## src/rtl/swz_pkg.sv

```systemverilog
package swz_pkg;

    localparam int COORD_W   = 16;
    localparam int ADDR_W    = 32;
    localparam int BPP_W     = 5;
    localparam int MAX_BPP   = 16;
    localparam int TILE_BITS = 4;
    localparam int IDX_W     = 2 * TILE_BITS;

    typedef logic [COORD_W-1:0] coord_t;
    typedef logic [ADDR_W-1:0]  addr_t;
    typedef logic [BPP_W-1:0]   bpp_t;
    typedef logic [IDX_W-1:0]   idx_t;
    typedef logic [TILE_BITS-1:0] nib_t;

    typedef struct packed {
        coord_t x0;
        coord_t y0;
        coord_t w;
        coord_t h;
        addr_t  lstride;
        addr_t  tstride;
        bpp_t   bpp;
        logic   store;
        logic   fast;
    } cfg_t;

    typedef struct packed {
        coord_t x;
        coord_t y;
        coord_t col;
        coord_t row;
        idx_t   ydup;
        addr_t  tile_off;
    } pos_t;

    // Each row bit lands on both the odd and the even slot of its pair.
    function automatic idx_t dup_bits(input nib_t v);
        idx_t r;
        for (int i = 0; i < TILE_BITS; i++) begin
            r[2*i+1] = v[i];
            r[2*i]   = v[i];
        end
        return r;
    endfunction

    // Column bits go to the even slots only.
    function automatic idx_t spread_bits(input nib_t v);
        idx_t r;
        for (int i = 0; i < TILE_BITS; i++) begin
            r[2*i+1] = 1'b0;
            r[2*i]   = v[i];
        end
        return r;
    endfunction

    function automatic logic bpp_ok(input bpp_t v);
        return (v != '0) && (v <= bpp_t'(MAX_BPP));
    endfunction

    // Byte offset of the tile column holding column x.
    function automatic addr_t tile_origin(input bpp_t b, input coord_t x);
        return addr_t'(b) * (addr_t'(x >> TILE_BITS) << IDX_W);
    endfunction

endpackage

```

## src/rtl/swz_intra_index.sv

```systemverilog
module swz_intra_index
    import swz_pkg::*;
(
    input  idx_t ydup,
    input  nib_t x_low,
    output idx_t idx
);
    // The odd slots take y alone, the even slots take x^y.
    assign idx = ydup ^ spread_bits(x_low);
endmodule

```

## src/rtl/swz_walker.sv

```systemverilog
module swz_walker
    import swz_pkg::*;
(
    input  logic clk,
    input  logic rst,
    input  logic start,
    input  cfg_t cfg_in,
    input  logic advance,
    output logic active,
    output logic err,
    output logic last,
    output cfg_t cfg_q,
    output pos_t pos
);
    localparam coord_t ONE_C = coord_t'(1);

    logic   fast_misaligned;
    logic   cfg_ok;
    logic   row_end;
    coord_t next_y;
    addr_t  tile_step;

    always_comb begin
        fast_misaligned = cfg_in.fast &&
                          ((cfg_in.x0[TILE_BITS-1:0] != '0) ||
                           (cfg_in.w[TILE_BITS-1:0]  != '0));
        cfg_ok    = bpp_ok(cfg_in.bpp) && (cfg_in.w != '0) &&
                    (cfg_in.h != '0) && !fast_misaligned;
        row_end   = (pos.col == cfg_q.w - ONE_C);
        last      = row_end && (pos.row == cfg_q.h - ONE_C);
        next_y    = pos.y + ONE_C;
        tile_step = addr_t'(cfg_q.bpp) << IDX_W;
    end

    always_ff @(posedge clk) begin
        if (rst) begin
            active <= 1'b0;
            err    <= 1'b0;
            cfg_q  <= '0;
            pos    <= '0;
        end else if (start && !active) begin
            cfg_q        <= cfg_in;
            err          <= !cfg_ok;
            active       <= cfg_ok;
            pos.x        <= cfg_in.x0;
            pos.y        <= cfg_in.y0;
            pos.col      <= '0;
            pos.row      <= '0;
            pos.ydup     <= dup_bits(cfg_in.y0[TILE_BITS-1:0]);
            pos.tile_off <= tile_origin(cfg_in.bpp, cfg_in.x0);
        end else if (active && advance) begin
            if (last) begin
                active <= 1'b0;
            end else if (row_end) begin
                pos.col      <= '0;
                pos.row      <= pos.row + ONE_C;
                pos.x        <= cfg_q.x0;
                pos.y        <= next_y;
                pos.ydup     <= dup_bits(next_y[TILE_BITS-1:0]);
                pos.tile_off <= tile_origin(cfg_q.bpp, cfg_q.x0);
            end else begin
                pos.col <= pos.col + ONE_C;
                pos.x   <= pos.x + ONE_C;
                if (pos.x[TILE_BITS-1:0] == '1) begin
                    pos.tile_off <= pos.tile_off + tile_step;
                end
            end
        end
    end
endmodule

```

## src/rtl/swz_addr_map.sv

```systemverilog
module swz_addr_map
    import swz_pkg::*;
(
    input  bpp_t   bpp,
    input  logic   store,
    input  logic   fast,
    input  addr_t  lstride,
    input  addr_t  tstride,
    input  logic [COORD_W-TILE_BITS-1:0] x_hi,
    input  logic [COORD_W-TILE_BITS-1:0] y_hi,
    input  coord_t row,
    input  coord_t col,
    input  addr_t  tile_off,
    input  idx_t   idx,
    output addr_t  rd_addr,
    output addr_t  wr_addr
);
    addr_t bpp_a;
    addr_t row_base;
    addr_t tile_col;
    addr_t tiled;
    addr_t linear;

    always_comb begin
        bpp_a    = addr_t'(bpp);
        row_base = addr_t'({y_hi, {TILE_BITS{1'b0}}}) * tstride;
        if (fast) begin
            tile_col = tile_off + bpp_a * addr_t'(idx);
        end else begin
            tile_col = bpp_a * ((addr_t'(x_hi) << IDX_W) + addr_t'(idx));
        end
        tiled  = row_base + tile_col;
        linear = addr_t'(row) * lstride + bpp_a * addr_t'(col);
        rd_addr = store ? linear : tiled;
        wr_addr = store ? tiled  : linear;
    end
endmodule

```

## src/rtl/swz_addr_gen.sv

```systemverilog
module swz_addr_gen
    import swz_pkg::*;
(
    input  logic   clk,
    input  logic   rst,
    input  logic   start,
    input  coord_t box_x0,
    input  coord_t box_y0,
    input  coord_t box_w,
    input  coord_t box_h,
    input  addr_t  lin_stride,
    input  addr_t  tile_stride,
    input  bpp_t   pix_bytes,
    input  logic   dir_store,
    input  logic   fast_mode,
    input  logic   out_ready,
    output logic   out_valid,
    output coord_t out_x,
    output coord_t out_y,
    output addr_t  out_rd_addr,
    output addr_t  out_wr_addr,
    output logic   out_last,
    output logic   cfg_err
);
    cfg_t cfg_in;
    cfg_t cfg_q;
    pos_t pos;
    idx_t idx;
    logic active;

    always_comb begin
        cfg_in.x0      = box_x0;
        cfg_in.y0      = box_y0;
        cfg_in.w       = box_w;
        cfg_in.h       = box_h;
        cfg_in.lstride = lin_stride;
        cfg_in.tstride = tile_stride;
        cfg_in.bpp     = pix_bytes;
        cfg_in.store   = dir_store;
        cfg_in.fast    = fast_mode;
    end

    swz_walker i_walker (
        .clk     (clk),
        .rst     (rst),
        .start   (start),
        .cfg_in  (cfg_in),
        .advance (out_ready),
        .active  (active),
        .err     (cfg_err),
        .last    (out_last),
        .cfg_q   (cfg_q),
        .pos     (pos)
    );

    swz_intra_index i_index (
        .ydup  (pos.ydup),
        .x_low (pos.x[TILE_BITS-1:0]),
        .idx   (idx)
    );

    swz_addr_map i_map (
        .bpp      (cfg_q.bpp),
        .store    (cfg_q.store),
        .fast     (cfg_q.fast),
        .lstride  (cfg_q.lstride),
        .tstride  (cfg_q.tstride),
        .x_hi     (pos.x[COORD_W-1:TILE_BITS]),
        .y_hi     (pos.y[COORD_W-1:TILE_BITS]),
        .row      (pos.row),
        .col      (pos.col),
        .tile_off (pos.tile_off),
        .idx      (idx),
        .rd_addr  (out_rd_addr),
        .wr_addr  (out_wr_addr)
    );

    assign out_valid = active;
    assign out_x     = pos.x;
    assign out_y     = pos.y;
endmodule

```

## config.mk

```make
export PLATFORM = sky130hd
export DESIGN_NAME = swz_addr_gen
export DESIGN_NICKNAME = d
export VERILOG_FILES = /design/src/rtl/swz_pkg.sv /design/src/rtl/swz_intra_index.sv /design/src/rtl/swz_walker.sv /design/src/rtl/swz_addr_map.sv /design/src/rtl/swz_addr_gen.sv
export SDC_FILE = /design/constraint.sdc
export NUM_CORES = 2
export LEC_CHECK = 0
export BUFFER_PORTS_ARGS = -buffer_cell sky130_fd_sc_hd__buf_2
export CAP_MARGIN = 20
export CORE_UTILIZATION = 60
export CTS_CLUSTER_DIAMETER = 40
export DETAILED_ROUTE_END_ITERATION = 12
export PLACE_DENSITY = 0.85
export SKIP_CTS_REPAIR_TIMING = 1
export SYNTH_ARGS = -nofsm -noshare
export SYNTH_HDL_FRONTEND = slang
export SYNTH_SLANG_ARGS = --single-unit
```

## constraint.sdc

```tcl
create_clock -name clk -period 16.4 [get_ports clk]
set_input_delay 2.46 -clock clk [delete_from_list [all_inputs] [get_ports clk]]
set_output_delay 2.46 -clock clk [all_outputs]
set_load 0.01 [all_outputs]
```

==> impl_results.md <==
- Status: finished, final reports clean
- Max-slew violations: 0
- Final setup fails: 0
- Final period utilization: 0.705
- Hold Fails Final Rpt: 0
- Mux share of post-synthesis cell area: 0.0143
- Cell variety after synth: 72
- Flip-flop and latch area: ~0.0043 mm2
- CP required: 13940 ps
- Total core area: around 0.071 mm2
- Slew HR: 0.289
- Type of origin of the critical path: register
- Adder-Cell Fraction of Synth Area: 0.421
- RSZ-0062 raised after global routing: false
- Nets: 6546
- Yosys warning count: 0
- Routed len/inst: 18.7 um
- CTS tree: yes
- Die area: between 0.07 and 0.08 mm2
- Root Driver: clkbuf_16
- Crit path kind: register to output pin
- Synth Area per Inst: 8.04 um2
- Die W: 270 um
- Global-route wire length before repair: 195000 um
- Grt total ovfl: 0
- Compound-Gate Fraction of Synth Area: 0.0910
- Gr usage total: 0.332
- Starting DRT DRC Count: 3459
- Clk_skew: a little over 40 ps
- Slowest stage cell, crit path: dfxtp_1
- Largest family of logic cells by synthesized area: adder cells
- CTS Buffer Depth: 3
- First-pass DRT Iterations: 6
- Cell mode on critical path: o21ai_0
- Worst-path fanout max: 7
- Share of layout cells above drive strength 1: 0.0785
- F_max: 86.4 MHz
- Initial antenna violation count: 1
- Max Cap Viol: 0
- Mapped Cells: 5363
- Data arrival time of the critical path: 9110 ps
- CP Capture Type: output pin
- Peak VDD IR: 0.0000868 V
- Clock slew at reported path FFs: 60 ps
- Port bufs: 233
- RePlAce Congestion: 0.952
- DRC viols: 0
- Setup_tns: 0 ps
- Vias per cell: a little under 6
- Vias: 37210
- Routed Antenna Nets: 0
- Die Ht: 270 um
- Slowest Stage Delay on Critical Path: roughly 640 ps
- Total CTS buffers: 45
- Layout area overhead: 7.34%
- I/O Pins: 238
- Dpl cell area: 0.0446 mm2
- Cell Rows: 97
- Vias in the first global route: roughly 38000
- HP Class: register to register
- Post-synth EDFFs: 0
- Register bit total from synthesis: ~220
- Final instance area: 0.0463 mm2
- Syn Std Cell Area: between 0.04 and 0.05 mm2
- Routed wire length: 119000 um
- Main synth FF type: dfxtp_1
- Xor/xnor cell area share of the yosys netlist: 0.0561
- H-tree levels: 2
- Power Density: approximately 52 mW/mm2
- Multi-input logic area: 0.0342 mm2
- Register area share after synthesis: 0.101
- Fillers: around 5500
- Clk Latency, worst-skew pair: 610 ps
- Pleak: 0.0228 uW
- Dpl hpwl: 93400 um
- Post-synth net total: 6520
- Worst-margin pin slew: 1060 ps
- Asr flop ratio synth: 0
- Initial Util: 0.611
- Largest net degree at the start of global routing: 95
- Simple-gate share of the synthesized area: 0.211
- Clock sinks: 217
- Clock period minus worst slack: between 10000 and 15000 ps
-- cells by family (layout without fill, tap and decap cells) --
group | Yosys count | in the layout
adder cells (fa/ha/maj) | 1018 | 1018
multiplexers | 57 | 57
AO/OA/AOI/OAI | 635 | 635
flip-flops | 217 | 217
other | 0 | 1
buffers and inverters | 1205 | 1267
XOR/XNOR | 276 | 276
AND/OR/NAND/NOR | 1955 | 1955
-- final cells by class --
class	count	share of cell area
antenna	1	0.0000541
clock buffer	50	0.0254
clock inverter	33	0.00925
inverter	909	0.0738
multi-input combinational	3941	0.740
sequential	217	0.0940
tap	940	0.0254
timing repair buffer	275	0.0322
-- sequential cells by signal (all words and copies together) (netlist names) --
register	count
i_walker.pos	100
i_walker.cfg_q	115
i_walker.active	1
i_walker.err	1
-- final timing paths --
kind | from | slack (ps) | cells past startpoint | to
worst min register to register | i_walker.cfg_q[119] | 450 | 2 | i_walker.cfg_q[119]
worst max register to register | i_walker.cfg_q[5] | 11330 | 16 | i_walker.pos[23]
worst max-delay path | i_walker.pos[90] | 4830 | 27 | out_wr_addr[30]
worst min-delay path | i_walker.cfg_q[119] | 450 | 2 | i_walker.cfg_q[119]
-- through the flow --
step | instances | util | hold WS [ps] | setup slack [ps] | total power [uW]
after floorplan | 5363 | - | 436 | 6800 | 1160
after global placement | 6281 | 0.633 | 442 | 5850 | 1390
after detailed placement | 6281 | 0.633 | 447 | 5720 | 1410
after CTS | 6364 | 0.656 | 455 | 5070 | 2400
after global routing | 6365 | 0.656 | 468 | 4420 | 2520
final | 6366 | 0.656 | 452 | 4830 | 2410
-- routing by layer --
metal | vias to the layer above | share of wire | track usage
li1 | 16692 | - | -
met1 | 18255 | 0.39 | 0.431
met2 | 1897 | 0.47 | 0.547
met3 | 366 | 0.097 | 0.0532
met4 | 0 | 0.046 | 0.145
met5 | - | 0 | 0
-- Yosys cell counts (7+ instances only) --
cell      count  share of area
a21oi_1     257          0.030
mux2i_1      23         0.0053
clkbuf_1    264          0.023
o41ai_1       9         0.0018
nand2_1    1037          0.090
a211oi_1     39         0.0068
nor2b_1      20         0.0029
buf_2        10         0.0012
nor3b_1       8         0.0014
nor3_1       55         0.0064
nand2b_1     22         0.0032
nand3b_1      7         0.0012
a22oi_1      12         0.0021
inv_1       909          0.079
nand4_1      31         0.0045
nor4_1       26         0.0038
o211ai_1     21         0.0037
a21o_1       48         0.0084
buf_1        21         0.0018
o21a_1       22         0.0038
and3_1       35         0.0051
o21bai_1     13         0.0023
fa_1        720           0.33
or2_2        15         0.0022
a31oi_1      40         0.0058
or4_1        10         0.0017
nor2_1      182          0.016
o21ai_0      96          0.011
mux2_2       33         0.0086
ha_1        298          0.087
nand3_1      81         0.0094
dfxtp_1     217           0.10
xnor2_1     177          0.036
and2_1      385          0.056
o31ai_1      14         0.0024
xor2_1       99          0.020
or3_1        20         0.0029
-- power breakdown --
group | switching (uW) | total (uW) | internal (uW)
Clock | 361 | 986 | 625
Combinational | 473 | 782 | 309
Sequential | 81.5 | 639 | 557
Total | 915 | 2410 | 1490
-- layout by cell type (no fill, tap or decap), drive strengths merged, types with 35 or more instances in the layout --
cell,n
nand2,1037
inv,920
fa,720
and2,385
ha,298
buf,275
a21oi,257
dfxtp,217
nor2,182
xnor2,177
xor2,99
o21ai,98
nand3,83
nor3,55
clkbuf,50
a21o,48
a31oi,40
a211oi,39
and3,35
-- critical path: cells and delay by family, from the launching register on --
kind / cells / cell delay, ps
AO/OA/AOI/OAI: 14 / 3920
adder cells (fa/ha/maj): 5 / 2220
AND/OR/NAND/NOR: 4 / 1050
buffers and inverters: 2 / 240
XOR/XNOR: 2 / 480
flip-flops: 1 / 640
Note: power is estimated with default switching activity, not from simulation.
